File: src/rtl/pwm_bank_pkg.sv
`timescale 1ns/1ps
package pwm_bank_pkg;
    // prescale code width; bit positions of the control fields depend on it
    localparam int PS_W        = 3;
    localparam int OFS_PARAM   = 'h04;
    localparam int OFS_CTRL    = 'h10;
    localparam int OFS_CNT     = 'h14;
    localparam int OFS_MOD     = 'h18;
    localparam int OFS_CH_BASE = 'h20;
    localparam int CH_STRIDE   = 8;
    localparam int CH_VAL_OFS  = 4;

    localparam logic [1:0] CLK_RUN  = 2'b01;
    localparam logic [1:0] POL_NORM = 2'b10;
    localparam logic [1:0] POL_INV  = 2'b01;

    typedef enum logic [1:0] {
        CNT_STOPPED = 2'd0,
        CNT_UP      = 2'd1,
        CNT_DOWN    = 2'd2
    } cnt_state_e;
endpackage

File: src/rtl/pwm_prescaler.sv
`timescale 1ns/1ps
module pwm_prescaler #(
    parameter int PS_W = 3
) (
    input  logic            clk,
    input  logic            rst_n,
    input  logic            run,
    input  logic            clr,
    input  logic [PS_W-1:0] code_in,
    output logic            tick
);
    localparam int DIV_W = (1 << PS_W) - 1;

    logic [DIV_W-1:0] div_cnt;
    logic [DIV_W-1:0] limit;
    logic [DIV_W:0]   one_sh;
    logic [PS_W-1:0]  code_act;

    always_comb begin
        one_sh = (DIV_W+1)'(1) << code_act;
        limit  = DIV_W'(one_sh - (DIV_W+1)'(1));
        tick   = run && (div_cnt == limit);
    end

    // the working code only changes while halted or on a tick boundary
    always_ff @(posedge clk or negedge rst_n) begin
        if (!rst_n) begin
            div_cnt  <= '0;
            code_act <= '0;
        end else if (clr || !run || tick) begin
            div_cnt  <= '0;
            code_act <= code_in;
        end else begin
            div_cnt  <= div_cnt + DIV_W'(1);
        end
    end
endmodule

File: src/rtl/pwm_cnt_fsm.sv
`timescale 1ns/1ps
module pwm_cnt_fsm
    import pwm_bank_pkg::*;
#(
    parameter int CNT_W = 16
) (
    input  logic             clk,
    input  logic             rst_n,
    input  logic             run,
    input  logic             center,
    input  logic             tick,
    input  logic             clr,
    input  logic             mod_we,
    input  logic [CNT_W-1:0] mod_wdata,
    output logic [CNT_W-1:0] cnt,
    output logic [CNT_W-1:0] mod_buf,
    output logic [CNT_W-1:0] mod_act,
    output logic             load
);
    cnt_state_e state, nxt_state, up_state;
    logic [CNT_W-1:0] nxt_cnt, up_cnt;
    logic             up_load;

    // result of an upward step (also used when leaving CNT_STOPPED)
    always_comb begin
        up_load  = 1'b0;
        up_state = CNT_UP;
        up_cnt   = cnt + CNT_W'(1);
        if (cnt >= mod_act) begin
            up_load = 1'b1;
            if (center && (mod_act != '0)) begin
                up_cnt   = mod_act - CNT_W'(1);
                up_state = CNT_DOWN;
            end else begin
                up_cnt   = '0;
            end
        end
    end

    always_comb begin
        nxt_state = state;
        nxt_cnt   = cnt;
        load      = 1'b0;
        if (!run) begin
            nxt_state = CNT_STOPPED;
        end else if (tick) begin
            unique case (state)
                CNT_STOPPED, CNT_UP: begin
                    nxt_state = up_state;
                    nxt_cnt   = up_cnt;
                    load      = up_load;
                end
                CNT_DOWN: begin
                    if (!center) begin
                        nxt_state = up_state;
                        nxt_cnt   = up_cnt;
                        load      = up_load;
                    end else if (cnt == '0) begin
                        nxt_state = CNT_UP;
                        nxt_cnt   = (mod_act == '0) ? '0 : CNT_W'(1);
                    end else begin
                        nxt_cnt   = cnt - CNT_W'(1);
                    end
                end
                default: nxt_state = CNT_STOPPED;
            endcase
        end
    end

    always_ff @(posedge clk or negedge rst_n) begin
        if (!rst_n) begin
            state <= CNT_STOPPED;
            cnt   <= '0;
        end else if (clr) begin
            state <= CNT_STOPPED;
            cnt   <= '0;
        end else begin
            state <= nxt_state;
            cnt   <= nxt_cnt;
        end
    end

    always_ff @(posedge clk or negedge rst_n) begin
        if (!rst_n) begin
            mod_buf <= '0;
            mod_act <= '0;
        end else begin
            if (load) mod_act <= mod_buf;
            if (mod_we) begin
                mod_buf <= mod_wdata;
                if (!run) mod_act <= mod_wdata;
            end
        end
    end
endmodule

File: src/rtl/pwm_channel.sv
`timescale 1ns/1ps
module pwm_channel
    import pwm_bank_pkg::*;
#(
    parameter int CNT_W = 16
) (
    input  logic             clk,
    input  logic             rst_n,
    input  logic             ctrl_we,
    input  logic             val_we,
    input  logic             wr_flag_clr,
    input  logic             wr_sel_hi,
    input  logic             wr_sel_lo,
    input  logic [1:0]       wr_pol,
    input  logic [CNT_W-1:0] wr_val,
    input  logic             run,
    input  logic             match_en,
    input  logic             load,
    input  logic [CNT_W-1:0] cnt,
    output logic [7:0]       ctrl_rd,
    output logic [CNT_W-1:0] val_rd,
    output logic             on,
    output logic             pwm
);
    logic             flag, sel_hi, sel_lo;
    logic [1:0]       pol;
    logic [CNT_W-1:0] val_buf, val_act;
    logic             on_norm, on_inv, below;

    always_comb begin
        on_norm = sel_hi && !sel_lo && (pol == POL_NORM);
        on_inv  = sel_hi && !sel_lo && (pol == POL_INV);
        on      = on_norm || on_inv;
        below   = cnt < val_act;
        pwm     = on_norm ? below : (on_inv ? !below : 1'b0);
        ctrl_rd = {flag, 1'b0, sel_hi, sel_lo, pol, 2'b00};
        val_rd  = val_buf;
    end

    always_ff @(posedge clk or negedge rst_n) begin
        if (!rst_n) begin
            sel_hi <= 1'b0;
            sel_lo <= 1'b0;
            pol    <= 2'b00;
            flag   <= 1'b0;
        end else begin
            if (ctrl_we) begin
                sel_hi <= wr_sel_hi;
                sel_lo <= wr_sel_lo;
                pol    <= wr_pol;
            end
            if (match_en && (cnt == val_act)) flag <= 1'b1;
            else if (ctrl_we && wr_flag_clr)  flag <= 1'b0;
        end
    end

    always_ff @(posedge clk or negedge rst_n) begin
        if (!rst_n) begin
            val_buf <= '0;
            val_act <= '0;
        end else begin
            if (load) val_act <= val_buf;
            if (val_we) begin
                val_buf <= wr_val;
                if (!run) val_act <= wr_val;
            end
        end
    end
endmodule

File: src/rtl/pwm_bank.sv
`timescale 1ns/1ps
module pwm_bank
    import pwm_bank_pkg::*;
#(
    parameter int NCH    = 4,
    parameter int CNT_W  = 16,
    parameter int ADDR_W = 8
) (
    input  logic              clk,
    input  logic              rst_n,
    input  logic              bus_wen,
    input  logic [ADDR_W-1:0] bus_addr,
    input  logic [31:0]       bus_wdata,
    output logic [31:0]       bus_rdata,
    output logic [NCH-1:0]    pwm_out
);
    logic [PS_W-1:0]  presc;
    logic [1:0]       clk_mode;
    logic             center, run, tick, cnt_clr, mod_we, load;
    logic [CNT_W-1:0] cnt, mod_buf, mod_act;
    logic [NCH-1:0]   ch_on;
    logic [7:0]       ch_ctrl_rd [NCH];
    logic [CNT_W-1:0] ch_val_rd  [NCH];
    logic             unused_wbits;

    assign unused_wbits = ^bus_wdata[31:CNT_W];

    function automatic logic [ADDR_W-1:0] ch_addr(input int idx, input bit is_val);
        return ADDR_W'(OFS_CH_BASE + CH_STRIDE * idx + (is_val ? CH_VAL_OFS : 0));
    endfunction

    always_ff @(posedge clk or negedge rst_n) begin
        if (!rst_n) begin
            presc    <= '0;
            clk_mode <= 2'b00;
            center   <= 1'b0;
        end else if (bus_wen && (bus_addr == ADDR_W'(OFS_CTRL))) begin
            presc    <= bus_wdata[PS_W-1:0];
            clk_mode <= bus_wdata[PS_W+1:PS_W];
            center   <= bus_wdata[PS_W+2];
        end
    end

    assign run     = (clk_mode == CLK_RUN);
    assign cnt_clr = bus_wen && (bus_addr == ADDR_W'(OFS_CNT));
    assign mod_we  = bus_wen && (bus_addr == ADDR_W'(OFS_MOD));

    pwm_prescaler #(.PS_W(PS_W)) u_presc (
        .clk(clk), .rst_n(rst_n), .run(run), .clr(cnt_clr),
        .code_in(presc), .tick(tick)
    );

    pwm_cnt_fsm #(.CNT_W(CNT_W)) u_cnt (
        .clk(clk), .rst_n(rst_n), .run(run), .center(center), .tick(tick),
        .clr(cnt_clr), .mod_we(mod_we), .mod_wdata(bus_wdata[CNT_W-1:0]),
        .cnt(cnt), .mod_buf(mod_buf), .mod_act(mod_act), .load(load)
    );

    for (genvar i = 0; i < NCH; i++) begin : g_ch
        pwm_channel #(.CNT_W(CNT_W)) u_ch (
            .clk(clk), .rst_n(rst_n),
            .ctrl_we(bus_wen && (bus_addr == ch_addr(i, 1'b0))),
            .val_we(bus_wen && (bus_addr == ch_addr(i, 1'b1))),
            .wr_flag_clr(bus_wdata[7]), .wr_sel_hi(bus_wdata[5]),
            .wr_sel_lo(bus_wdata[4]), .wr_pol(bus_wdata[3:2]),
            .wr_val(bus_wdata[CNT_W-1:0]),
            .run(run), .match_en(run && tick && !cnt_clr), .load(load), .cnt(cnt),
            .ctrl_rd(ch_ctrl_rd[i]), .val_rd(ch_val_rd[i]),
            .on(ch_on[i]), .pwm(pwm_out[i])
        );
    end

    always_comb begin
        bus_rdata = '0;
        if (bus_addr == ADDR_W'(OFS_PARAM)) bus_rdata = 32'(8'(NCH));
        if (bus_addr == ADDR_W'(OFS_CTRL))  bus_rdata = 32'({center, clk_mode, presc});
        if (bus_addr == ADDR_W'(OFS_CNT))   bus_rdata = 32'(cnt);
        if (bus_addr == ADDR_W'(OFS_MOD))   bus_rdata = 32'(mod_buf);
        for (int i = 0; i < NCH; i++) begin
            if (bus_addr == ch_addr(i, 1'b0)) bus_rdata = 32'(ch_ctrl_rd[i]);
            if (bus_addr == ch_addr(i, 1'b1)) bus_rdata = 32'(ch_val_rd[i]);
        end
    end
endmodule

File: config.mk
export PLATFORM = sky130hd
export DESIGN_NAME = pwm_bank
export DESIGN_NICKNAME = d
export VERILOG_FILES = /design/src/rtl/pwm_bank_pkg.sv /design/src/rtl/pwm_prescaler.sv /design/src/rtl/pwm_cnt_fsm.sv /design/src/rtl/pwm_channel.sv /design/src/rtl/pwm_bank.sv
export SDC_FILE = /design/constraint.sdc
export NUM_CORES = 1
export LEC_CHECK = 0
export CAP_MARGIN = 20
export CORE_ASPECT_RATIO = 0.6
export CORE_MARGIN = 5
export CORE_UTILIZATION = 55
export DETAILED_ROUTE_END_ITERATION = 8
export PLACE_DENSITY = 0.74
export SLEW_MARGIN = 20
export SYNTH_ARGS = -nofsm -noshare
export SYNTH_HDL_FRONTEND = slang
export SYNTH_HIERARCHICAL = 1
export SYNTH_SLANG_ARGS = --single-unit
File: constraint.sdc
create_clock -name clk -period 4.3 [get_ports clk]
set_clock_uncertainty 0.2 [all_clocks]
set_input_delay 0.86 -clock clk [delete_from_list [all_inputs] [get_ports clk]]
set_output_delay 0.86 -clock clk [all_outputs]
set_load 0.05 [all_outputs]
==> flow_summary_export.csv, run 1 <==
group,metric,value,unit
critical_path,worst_ep_required_time,3240,ps
timing,fmax,230,MHz
timing,fin_crit,4350,ps
clocking,cts_tree,"done",
logic_synthesis,syn_area_per_cell,9.46,um2
clocking,h-tree-depth,1,
pwr,p_leak,7.37,nW
critical_path,crit_path_top_delay_cell,"or4_4",
status,violations,"setup timing",
grt,antenna_found_initial,2,
pwr,p_per_area,310,nW/um2
drt,wirelength,43.0,mm
layout,fin_nets,1670,
critical_path,path_buf_inv,1,
critical_path,r2r_cells,11,
timing,rsz0062_at_grt,"true",
timing,tightestPinTransition,879,ps
pwr,total_power,5.01,mW
drt,detail_route.iter0.violations,1280,
placement,port_buffers,46,
drt,met2_length,17.5,mm
logic_synthesis,synthCells,1495,
status,status,"complete, but fails checks",
logic_synthesis,yosysWarnings,6,
drt,drt-vias-per-instance,6.26,
timing,whs,127,ps
drt,drc,0,
timing,relSlewSlack,41.2,%
grt,grt_pass1_wl,66.2,mm
critical_path,rr_startpoint,"u_presc/div_cnt[4]$_DFF_PN0_",
grt,grt_pass1_vias,11300,
timing,timing.final.ws_setup,-48.9,ps
drt,ant_nets,0,
critical_path,slowest_delay,520,ps
die,rows,45,
run,maxCapViolCount,0,
drt,vias,11800,
timing,hold_viol,0,
layout,drive_gt1_share,18.8,%
die,chipWidth,217,um
die,io_pins,79,
critical_path,path_delay_family,"simple AND/OR/NAND/NOR gates",
clocking,cts.path.max_buffers,3,
drt,met1_length,18.7,mm
clocking,worstSkewPairLatency,530,ps
critical_path,worstPathMaxFanout,6,
die,die_h,134,um
min_path,hold_path_class,"input port to async pin",
critical_path,worstSetupPathType,"flop to output port",
critical_path,cp-start-kind,"flop",
grt,grt_overflow_total,0,
placement,placed_cell_area,15100,um2
critical_path,regToRegEndpoint,"u_cnt/cnt[14]$_DFFE_PN0P_",
timing,setup_viol,2,
clocking,root_buffer,"clkbuf_16",
drt,wl_met3,5.70,mm
clocking,numCtsBuffers,22,
die,dieArea,29100,um2
pwr,peakVddDrop,0.280,mV
drt,wl_per_cell,22.8,um
die,start_util,55.9,%
critical_path,end_kind,"output port",
timing,slew_violations,0,
layout,final_area,16100,um2
drt,maxUsedRoutingLayer,"met5",
grt,grt_usage,29.1,%
clocking,clock-sinks,214,
placement,dp_hpwl,31.4,mm
critical_path,path_cells,"ha_1, nand4_1, or4_4, a21o_1, o211ai_1, mux2_1, buf_4",
grt,grt_max_degree,88,
placement,gp_congestion,1.04,
drt,dr.pass1.iters,5,
logic_synthesis,synth_area,14100,um2
clocking,clk_pin_slew,60,ps
critical_path,crit_path_start,"u_cnt/cnt[10]$_DFFE_PN0P_",
layout,antenna_cells,0,
timing,fin_crit_sh,101,%
layout,fillCellCount,1997,
critical_path,cp.arrival,3290,ps
critical_path,ff2ff_setup_slack,410,ps
layout,syn2layout_area_growth,14.2,%
die,fp.coreArea,25300,um2
==> repair_timing <==
action	in CTS	in global routing
hold buffers	0	0
hold endpoints to repair	0	0
pin swaps	4	7
gates resized for setup	13	12
setup buffers	0	8
endpoints found under the setup margin	4	12
==> layout by cell type (no fill, tap or decap), types with 9 or more instances in the layout <==
master / n
dfrtp_1: 206
nand2_1: 164
o21ai_0: 117
mux2_2: 101
inv_1: 96
mux2i_1: 96
ha_1: 81
buf_4: 72
nor2_1: 65
a21oi_1: 59
nand3_1: 28
conb_1: 28
clkbuf_16: 23
clkdlybuf4s50_1: 23
xnor2_1: 22
o22ai_1: 20
buf_12: 20
nand2b_1: 19
o311ai_0: 18
a21o_1: 18
nor3_1: 17
nand4_1: 15
nor2b_1: 14
xor2_1: 11
or3_1: 10
nor4_1: 10
and3_1: 10
o21a_1: 9
o211ai_1: 9
==> sequential cells by signal, summed over array words and instances (netlist names), 2 cells and up <==
register           flops
g_ch.u_ch/flag         4
clk_mode               2
presc                  3
u_cnt/mod_buf         16
g_ch.u_ch/val_act     64
u_cnt/state            2
g_ch.u_ch/val_rd      64
g_ch.u_ch/sel_lo       4
u_cnt/mod_act         16
g_ch.u_ch/sel_hi       4
g_ch.u_ch/pol          8
u_presc/code_act       3
u_cnt/cnt             16
u_presc/div_cnt        7
==> layout make-up <==
cell class	count	area, um2	share of cell area [%]
clock buffers	31	666	4.12
clock inverters	9	154	0.953
inverters	96	360	2.23
multi-input cells	1086	7960	49.3
flip-flops and latches	214	5370	33.2
well taps	329	412	2.55
repair buffers	121	1230	7.62
==> stage by stage <==
step                      instances  utilization (%)  setup WS [ps]  setup TNS, ps
final                          1886             63.9          -48.9          -73.7
after global routing           1886             63.9           -108           -316
after global placement         1838             59.9           70.8              0
after detailed placement       1838             59.9           60.7              0
after CTS                      1878             63.2          0.875              0
after floorplan                1518                -            176              0
==> where the power goes <==
group	switching, mW	internal, mW	leakage, nW
combinational	0.361	0.232	4.39
sequential	0.107	2.12	2.58
clock	0.866	1.32	0.398
==> worst max path at each step <==
| stage | endpoint | slack [ps] | cells after the start |
|---|---|---|---|
| 6_report | pwm_out[1] | -50 | 7 |
| 5_1_grt | pwm_out[1] | -110 | 7 |
| 4_1_cts | pwm_out[3] | 0.9 | 7 |
| 3_5_place_dp | bus_rdata[15] | 60 | 8 |
| 3_3_place_gp | bus_rdata[15] | 70 | 8 |
| 2_1_floorplan | bus_rdata[7] | 180 | 6 |
==> metal layers <==
layer | track usage [%] | up-vias
li1 | - | 5369
met1 | 42.3 | 5745
met2 | 40.9 | 610
met3 | 11.4 | 86
met4 | 6.66 | 2
met5 | 0 | -
Power figures use the tool's default switching activity.
==> inputs of run 2 (changes only) <==
--- a/config.mk
+++ b/config.mk
@@ -12,3 +12,4 @@
 export DETAILED_ROUTE_END_ITERATION = 8
-export PLACE_DENSITY = 0.74
+export DONT_BUFFER_PORTS = 1
+export PLACE_DENSITY = 0.7
 export SLEW_MARGIN = 20
==> constraint.sdc (replaced) <==
create_clock -name clk -period 4.3 [get_ports clk]
set_clock_uncertainty 0.2 [all_clocks]
set_input_delay 0.43 -clock clk [delete_from_list [all_inputs] [get_ports clk]]
set_output_delay 0.43 -clock clk [all_outputs]
set_load 0.05 [all_outputs]
==> run 2 against run 1 <==
  * The run ends with hold timing left
  * Core utilization is 4.1 points lower
  * Global-route usage fell by 0.64 points
  * Clock power shrank 10%
  * Largest cell class unchanged
  * Register-to-register slack worse by 30 ps
  * Critical path type unchanged
  * Final area down 6.5%
  * Routed wire length decreased by 2.4%
  * Via count is 2.6% lower
  * Maximum frequency is 2.7% higher
  * Critical path depth shrank 1
  * Combinational power is 19% lower
  * Setup slack improved by 110 ps
  * First-iteration DRC count fell by 5.2%
==> flow_summary_export.csv, run 2 (synthesized netlist as in run 1, its figures left out) <==
group,metric,value,unit
critical_path,worstPathMaxFanout,14,
timing,relSlewSlack,22.2,%
grt,antenna_found_initial,3,
grt,grt_max_degree,215,
drt,ant_nets,0,
layout,syn2layout_area_growth,6.85,%
layout,final_cells,1811,
pwr,p_leak,6.89,nW
critical_path,worst_ep_required_time,3670,ps
clocking,numCtsBuffers,22,
timing,fin_crit,4240,ps
layout,drive_gt1_share,13.2,%
status,violations,"hold timing",
die,start_util,55.9,%
timing,whs,-589,ps
clocking,clk_pin_slew,70,ps
layout,layout_commonest_cell,"dfrtp_1",
die,io_pins,79,
drt,drc,0,
clocking,clock-sinks,214,
grt,grt_usage,28.4,%
clocking,holdBufCountCts,16,
clocking,cts_setup_buffers,0,
critical_path,worstSetupPathType,"flop to output port",
drt,wirelength,42.0,mm
pwr,p_per_area,310,nW/um2
run,maxCapViolCount,0,
pwr,power_frac_clock,42.1,%
timing,setup_viol,0,
die,fp.coreArea,25300,um2
layout,final_cell_mix,"214 x dfrtp_1, 164 x nand2_1, 116 x o21ai_0",
placement,dp.cells,1752,
timing,rsz0062_at_grt,"false",
critical_path,cp.arrival,3610,ps
pwr,peakVddDrop,0.370,mV
die,dieArea,29100,um2
critical_path,r2r_cells,11,
die,die_h,134,um
clocking,cts.path.max_buffers,3,
min_path,hold_path_class,"input port to async pin",
grt,grt_pass1_vias,10700,
pwr,netSwitchingPower,1.23,mW
timing,fin_crit_sh,98.5,%
die,rows,45,
timing,fmax,236,MHz
drt,dr.pass1.iters,5,
critical_path,ff2ff_setup_slack,380,ps
timing,slew_violations,0,
pwr,p_comb_share,10.3,%
grt,grt_pass1_wl,64.8,mm
timing,hold_viol,214,
clocking,root_buffer,"clkbuf_16",
clocking,h-tree-depth,1,
pwr,p_int,3.45,mW
drt,vias,11500,
clocking,cts_tree,"done",
grt,grt_overflow_total,0,
placement,gp_congestion,0.939,
critical_path,cp-start-kind,"flop",
status,status,"complete, but fails checks",
placement,port_buffers,0,
pwr,swShare,26.2,%
layout,fin_nets,1592,
timing,tightestPinTransition,1160,ps
critical_path,end_kind,"output port",
timing,fin_setup_tns,0,ps
clocking,worstSkewPairLatency,530,ps
drt,drt-vias-per-instance,6.35,
placement,dp_hpwl,29.4,mm
clocking,postCtsResizedCells,0,
drt,wl_per_cell,23.2,um
drt,detail_route.iter0.violations,1214,
pwr,p_seq_share,47.6,%
die,chipWidth,217,um
-- run 2: worst paths after layout --
kind / start / to
worst max-delay path: u_cnt/cnt[9]$_DFFE_PN0P_ / pwm_out[3]
worst min-delay path: rst_n / u_cnt/cnt[10]$_DFFE_PN0P_
worst max register to register: u_presc/div_cnt[4]$_DFF_PN0_ / u_cnt/cnt[14]$_DFFE_PN0P_
worst min register to register: g_ch[1].u_ch/flag$_DFFE_PN0P_ / g_ch[1].u_ch/flag$_DFFE_PN0P_
max in group asynchronous: rst_n / g_ch[2].u_ch/val_rd[15]$_DFFE_PN0P_
min in group clk: bus_wen / g_ch[1].u_ch/flag$_DFFE_PN0P_
-- run 2: metal layers --
metal	part of all wire (%)	track usage, %
met1	46	44.3
met5	0.031	0
met3	12	9.14
met4	1.9	5.61
met2	39	38.5
-- run 2: cell type report --
class | count | area (um2)
fillers | 2135 | 10200
multi-input cells | 1086 | 7860
flip-flops and latches | 214 | 5360
clock buffers | 36 | 674
well taps | 329 | 412
repair buffers | 43 | 388
inverters | 96 | 360
clock inverters | 4 | 47.5
diodes | 3 | 7.51
-- run 2: worst max-delay path, stage by stage, from the launching register on --
cell	delay [ps]
dfrtp_1	660
ha_1	460
nand4_1	200
or4_1	590
a21o_1	230
o211ai_1	340
mux2_1	590
-- run 2: power by group through the flow --
| stage | Combinational, mW | Sequential, mW | Clock (mW) |
|---|---|---|---|
| after floorplan | 0.382 | 2.22 | 0 |
| after global placement | 0.403 | 2.26 | 0 |
| after detailed placement | 0.423 | 2.26 | 0 |
| after CTS | 0.468 | 2.22 | 1.99 |
| after global routing | 0.530 | 2.24 | 2.08 |
| final | 0.480 | 2.23 | 1.97 |
-- run 2: metrics by stage --
stage | setup slack [ps] | instance area, um2 | hold WS [ps] | power (mW) | utilization (%)
floorplan | 618 | 14200 | -65.6 | 2.60 | -
global placement | 553 | 14200 | -55.4 | 2.66 | 56.2
detailed placement | 514 | 14200 | -55.4 | 2.68 | 56.2
CTS | 152 | 15100 | -606 | 4.68 | 59.7
global route | 40.1 | 15100 | -610 | 4.85 | 59.7
finish | 65.0 | 15100 | -589 | 4.68 | 59.7
